`config.mk`:
```
export PLATFORM = sky130hd
export DESIGN_NAME = mxs_logsum
export DESIGN_NICKNAME = d
export VERILOG_FILES = /design/src/rtl/mxs_pkg.sv /design/src/rtl/mxs_corr_lut.sv /design/src/rtl/mxs_scale.sv /design/src/rtl/mxs_out_stage.sv /design/src/rtl/mxs_logsum.sv
export SDC_FILE = /design/constraint.sdc
export NUM_CORES = 1
export LEC_CHECK = 0
export BUFFER_PORTS_ARGS = -buffer_cell sky130_fd_sc_hd__buf_2
export CORE_ASPECT_RATIO = 1.5
export CORE_MARGIN = 2
export CORE_UTILIZATION = 41
export CTS_CLUSTER_DIAMETER = 50
export CTS_CLUSTER_SIZE = 40
export DETAILED_ROUTE_END_ITERATION = 12
export SLEW_MARGIN = 10
export SYNTH_ARGS = -nofsm -noshare
export SYNTH_HDL_FRONTEND = slang
export SYNTH_SLANG_ARGS = --single-unit
export TNS_END_PERCENT = 100
```
`constraint.sdc`:
```
create_clock -name clk -period 5.8 [get_ports clk]
set_input_delay 0.29 -clock clk [delete_from_list [all_inputs] [get_ports clk]]
set_output_delay 0.29 -clock clk [all_outputs]
set_load 0.05 [all_outputs]
```
`src/rtl/mxs_pkg.sv`:
```
package mxs_pkg;

  typedef enum logic [1:0] {
    MXS_STAR  = 2'd0,
    MXS_MAX   = 2'd1,
    MXS_SCALE = 2'd2,
    MXS_RSVD  = 2'd3
  } mxs_mode_e;

  localparam int unsigned CORR_ENTRIES = 8;
  localparam int unsigned CORR_FRAC    = 4;

  // ln(1+e^-d) sampled at d = k/2, stored in sixteenths
  function automatic logic [3:0] corr_sixteenths(input logic [2:0] k);
    logic [3:0] v;
    case (k)
      3'd0:    v = 4'd11;
      3'd1:    v = 4'd8;
      3'd2:    v = 4'd5;
      3'd3:    v = 4'd3;
      3'd4:    v = 4'd2;
      3'd5:    v = 4'd1;
      3'd6:    v = 4'd1;
      default: v = 4'd0;
    endcase
    return v;
  endfunction

endpackage

```
`src/rtl/mxs_corr_lut.sv`:
```
module mxs_corr_lut #(
  parameter int INT_W  = 6,
  parameter int FRAC_W = 3
) (
  input  logic signed [INT_W+FRAC_W-1:0] a_i,
  input  logic signed [INT_W+FRAC_W-1:0] b_i,
  output logic        [INT_W+FRAC_W:0]   absdiff_o,
  output logic        [INT_W+FRAC_W-1:0] corr_o
);
  import mxs_pkg::*;

  localparam int W     = INT_W + FRAC_W;
  localparam int SHIFT = CORR_FRAC - FRAC_W;

  logic signed [W:0] diff;
  logic        [W:0] idx_full;
  logic        [3:0] entry;

  always_comb begin
    diff      = {a_i[W-1], a_i} - {b_i[W-1], b_i};
    absdiff_o = diff[W] ? $unsigned(-diff) : $unsigned(diff);
    idx_full  = absdiff_o >> (FRAC_W - 1);
    if (idx_full >= (W+1)'(CORR_ENTRIES)) begin
      entry = 4'd0;
    end else begin
      entry = corr_sixteenths(idx_full[2:0]);
    end
    corr_o = W'(entry >> SHIFT);
  end
endmodule

```
`src/rtl/mxs_scale.sv`:
```
module mxs_scale #(
  parameter int W = 9
) (
  input  logic signed [W-1:0] x_i,
  output logic signed [W-1:0] y_o
);
  logic        [W:0]   mag;
  logic        [W+2:0] mag3;
  logic        [W+2:0] q;

  always_comb begin
    mag  = x_i[W-1] ? $unsigned(-{x_i[W-1], x_i}) : $unsigned({1'b0, x_i});
    mag3 = (W+3)'(mag) + ((W+3)'(mag) << 1);
    q    = mag3 >> 2;
    y_o  = x_i[W-1] ? -$signed(q[W-1:0]) : $signed(q[W-1:0]);
  end
endmodule

```
`src/rtl/mxs_out_stage.sv`:
```
module mxs_out_stage #(
  parameter int W    = 9,
  parameter bit PIPE = 1'b1
) (
  input  logic         clk,
  input  logic         rst_n,
  input  logic [W-1:0] d_i,
  output logic [W-1:0] q_o
);
  generate
    if (PIPE) begin : g_reg
      logic [W-1:0] q_r;
      always_ff @(posedge clk) begin
        if (!rst_n) q_r <= '0;
        else        q_r <= d_i;
      end
      assign q_o = q_r;
    end else begin : g_comb
      assign q_o = d_i;
    end
  endgenerate
endmodule

```
`src/rtl/mxs_logsum.sv`:
```
module mxs_logsum #(
  parameter int INT_W  = 6,
  parameter int FRAC_W = 3,
  parameter bit PIPE   = 1'b1
) (
  input  logic                          clk,
  input  logic                          rst_n,
  input  logic [1:0]                    mode_i,
  input  logic signed [INT_W+FRAC_W-1:0] a_i,
  input  logic signed [INT_W+FRAC_W-1:0] b_i,
  output logic [INT_W+FRAC_W-1:0]       sum_o
);
  import mxs_pkg::*;

  localparam int W = INT_W + FRAC_W;
  localparam logic signed [W:0] MAX_POS = (W+1)'((1 << (W-1)) - 1);

  logic signed [W-1:0] larger_w;
  logic        [W-1:0] corr_w;
  logic        [W:0]   absdiff_w;
  logic signed [W-1:0] scaled_w;
  logic signed [W:0]   star_wide;
  logic signed [W-1:0] star_w;
  logic                star_sat_w;
  logic signed [W-1:0] res_comb;

  assign larger_w = (a_i >= b_i) ? a_i : b_i;

  mxs_corr_lut #(.INT_W(INT_W), .FRAC_W(FRAC_W)) u_corr (
    .a_i       (a_i),
    .b_i       (b_i),
    .absdiff_o (absdiff_w),
    .corr_o    (corr_w)
  );

  mxs_scale #(.W(W)) u_scale (
    .x_i (larger_w),
    .y_o (scaled_w)
  );

  always_comb begin
    star_wide  = {larger_w[W-1], larger_w} + $signed({1'b0, corr_w});
    star_sat_w = star_wide > MAX_POS;
    star_w     = star_sat_w ? MAX_POS[W-1:0] : star_wide[W-1:0];
    case (mxs_mode_e'(mode_i))
      MXS_STAR:  res_comb = star_w;
      MXS_SCALE: res_comb = scaled_w;
      default:   res_comb = larger_w;
    endcase
  end

  mxs_out_stage #(.W(W), .PIPE(PIPE)) u_out (
    .clk   (clk),
    .rst_n (rst_n),
    .d_i   (res_comb),
    .q_o   (sum_o)
  );
endmodule

```
==> impl_summary.log <==
INFO  metric layout-drive-gt1-share = 0.201
INFO  metric synth-main-ff-cell = dfxtp_1
INFO  metric postCtsSetupRepairBufs = 0
INFO  metric cts.repair.resized = 0
INFO  metric io_pins = 31
INFO  metric antenna_left = 0
INFO  metric hold_path.class = input pin to flip-flop
INFO  metric gp_congestion = 0.945
INFO  metric die_area = 0.00649 sq mm
INFO  metric number_of_unique_standard_cell_types_used_by_synthesis = 78
INFO  metric clk_pin_slew_worst_paths = 0.05 ns
INFO  metric largest_register_ffs = 9
INFO  metric dieHeight = 97.7 microns
INFO  metric cp.depth = 22
INFO  metric hold_viol = 0
INFO  metric die_width = 66.5 microns
INFO  metric yosys_warnings = 0
INFO  metric antenna_cells = 0
INFO  metric synthesis_to_finish_area_growth = 10.3%
INFO  metric drt_first_iter_violations = 87
INFO  metric route.detailed.wl_per_inst = 16.2 microns
INFO  metric routed_wirelength = 6.71 mm
INFO  metric seq_area = approximately 180 sq um
INFO  metric nNetsFinal = 391
INFO  metric rsz0062_at_grt = no
INFO  metric multi_input_logic_area = 0.00207 sq mm
INFO  metric cts.root.buffer_cell = clkbuf_8
INFO  metric final-setup-viol-count = 0
INFO  metric hpwlAfterDp = 5.69 mm
INFO  metric detailedPlace.worstSlack = around 0.31 ns
INFO  metric postSynthNetCount = 359
INFO  metric mean_area_per_synthesized_cell = 7.69 sq um
INFO  metric critical_path_capture_point_type = flip-flop
INFO  metric slew_headroom = 0.623
INFO  metric synth_seq_cells = 9
INFO  metric worstSetupStartpointType = input pin
INFO  metric pwr_density_cell = between 300 and 400 mW/mm^2
INFO  metric syn-cell-area = 0.00240 sq mm
INFO  metric post_dp_cell_area = 0.00260 sq mm
INFO  metric cp.required = 5.98 ns
INFO  metric initial_utilization = 0.418
INFO  metric grt_start_max_net_pins = 16
INFO  metric final_cells = 415
INFO  metric overflow = 0
INFO  metric hold_buffers = 0
INFO  metric fp.coreArea = 0.00574 sq mm
INFO  metric number_of_vias_in_the_routed_layout = 2428
INFO  metric syn_inst = 312
INFO  metric timing.critical_path.buf_inv = 2
INFO  metric worst_setup_path_endpoint = u_out.q_o[7]$_SDFF_PN0_
INFO  metric placement_rows = 34
INFO  metric numPortBuffers = 30
INFO  metric viasPerCell = 5.85
INFO  metric placed_cells = roughly 410
INFO  metric crit_family = simple AND/OR/NAND/NOR gates
INFO  metric timing.setup.critical_path_class = input pin to flip-flop
INFO  metric min_period_over_period = 0.906
INFO  metric synthDominantAreaCellType = ha_1
INFO  metric tritoncts.num_buffers = 3
INFO  metric maxCapViolCount = 0
INFO  metric antenna_violations_before_repair = 0
INFO  metric clock.fmax = 190 MHz
INFO  metric critical_path.max_fanout = 13
INFO  metric tightest_slew = approximately 0.56 ns
INFO  metric cts_tree = done
INFO  metric worst_slack = 0.545 ns
INFO  metric crit_path_cell_chain = buf_2 -> inv_1 -> ha_1 -> fa_1 -> nand2b_1 -> a21oi_4 -> o211ai_4 -> nand3_1 -> a21boi_0 -> ha_1 -> nand2_1 -> mux2i_2 -> or2_4 -> and2_2 -> fa_1 -> a21o_1 -> a21oi_1 -> xnor2_1 -> nor4b_2 -> o21ai_2 -> or4_1 -> nand3_1
INFO  metric period_minus_slack = 5.26 ns
INFO  metric max_stage_delay = 0.51 ns
INFO  metric fin_tns_setup = 0 ns
INFO  metric grt_first_pass_wirelength = 11.1 mm
INFO  metric final_cell_mix = buf_2, nand2_1, a21oi_1
INFO  metric ctsLongestPathBuffers = 2
INFO  metric synth.yosys.seq_area_share = 0.0751
INFO  metric async_reset_ff_frac = 0
INFO  metric htree_levels = 1
INFO  metric synthTopCellsByArea = ha_1, dfxtp_1, a21oi_1
INFO  metric first_global_vias = 2414
INFO  metric grt_use_total = 0.216
INFO  metric synth_enable_flop_cells = 0
INFO  metric synth_largest_type_area_fraction = 0.115
INFO  metric critical_path_arrival = 5.44 ns
INFO  metric total_leakage_power = 1.19 nW
INFO  metric fin_area = approximately 0.0026 sq mm
INFO  metric critical_path.slowest_cell = nor4b_2
INFO  metric post-route-drc-count = 0
INFO  metric fillCellCount = 646
INFO  metric detail_route.first_pass.iterations = 6
INFO  metric worstSetupStartpoint = a_i[0]
INFO  metric worst_ir_drop_vdd = 0.116 mV
INFO  metric slew_viol_final = 0
INFO  metric cts_sinks = 9
INFO  metric mostFrequentLayoutCell = buf_2
INFO  metric run_status = complete, no violations
Yosys cell counts (2+ instances only):
cell / instances
a211oi_1: 5
a21boi_0: 2
a21o_1: 9
a21o_2: 2
a21oi_1: 25
a21oi_4: 2
a31oi_1: 3
and2_1: 3
and2_2: 2
and3_1: 7
buf_4: 2
clkbuf_1: 4
dfxtp_1: 9
fa_1: 3
ha_1: 22
inv_1: 18
mux2i_1: 10
nand2_1: 25
nand2b_1: 3
nand3_1: 16
nand4_1: 3
nor2_1: 15
nor2b_1: 5
nor3_1: 11
nor4_1: 3
o2111ai_1: 3
o211ai_1: 6
o21a_1: 2
o21ai_0: 14
o21ai_1: 2
o21ai_2: 2
o21bai_1: 2
o22ai_1: 2
o31ai_1: 2
or2_2: 2
or3_1: 4
or4_1: 3
xnor2_1: 12
xor2_1: 8
report_power, final:
part	internal, W	total, W	switching [W]
registers	0.0000747	0.0000770	0.00000233
logic	0.000259	0.000703	0.000445
clock network	0.0000470	0.0000741	0.0000271
final cells by class:
cell class	instances	share of cell area
inverter	18	0.0255
multi-input combinational	276	0.781
clock buffer	3	0.0156
tap	72	0.0340
sequential	9	0.0681
clock inverter	1	0.00189
timing repair buffer	36	0.0737
worst min path at each step:
stage / from / endpoint / slack (ns) / cells after the start
2_1_floorplan: rst_n / u_out.q_o[0]$_SDFF_PN0_ / 0.41 / 1
3_3_place_gp: rst_n / u_out.q_o[0]$_SDFF_PN0_ / 0.63 / 2
3_5_place_dp: rst_n / u_out.q_o[0]$_SDFF_PN0_ / 0.63 / 2
4_1_cts: rst_n / u_out.q_o[0]$_SDFF_PN0_ / 0.39 / 2
5_1_grt: rst_n / u_out.q_o[0]$_SDFF_PN0_ / 0.39 / 2
6_report: rst_n / u_out.q_o[0]$_SDFF_PN0_ / 0.39 / 2
through the flow:
step	util	hold slack, ns	total power, W
2_1_floorplan	-	0.408	0.000652
3_3_place_gp	0.453	0.635	0.000768
3_5_place_dp	0.453	0.634	0.000775
4_1_cts	0.461	0.389	0.000852
5_1_grt	0.461	0.395	0.000922
6_report	0.461	0.390	0.000854
per-layer routing:
metal,vias to the layer above,share of wire,global-route usage,wire length [microns]
li1,1236,-,-,-
met1,1126,0.39,0.226,2610
met2,48,0.56,0.430,3790
met3,18,0.017,0.0116,115
met4,0,0.029,0.0706,197
met5,-,0,0,0
kinds of logic after synthesis:
family,share of synthesized area
simple gates,0.266
buf+inv,0.0631
other cells,0.00156
compound gates,0.330
xor+xnor,0.0730
fa+ha+maj,0.140
mux,0.0521
flops,0.0751
No activity file was read; power rests on OpenSTA's default activity.
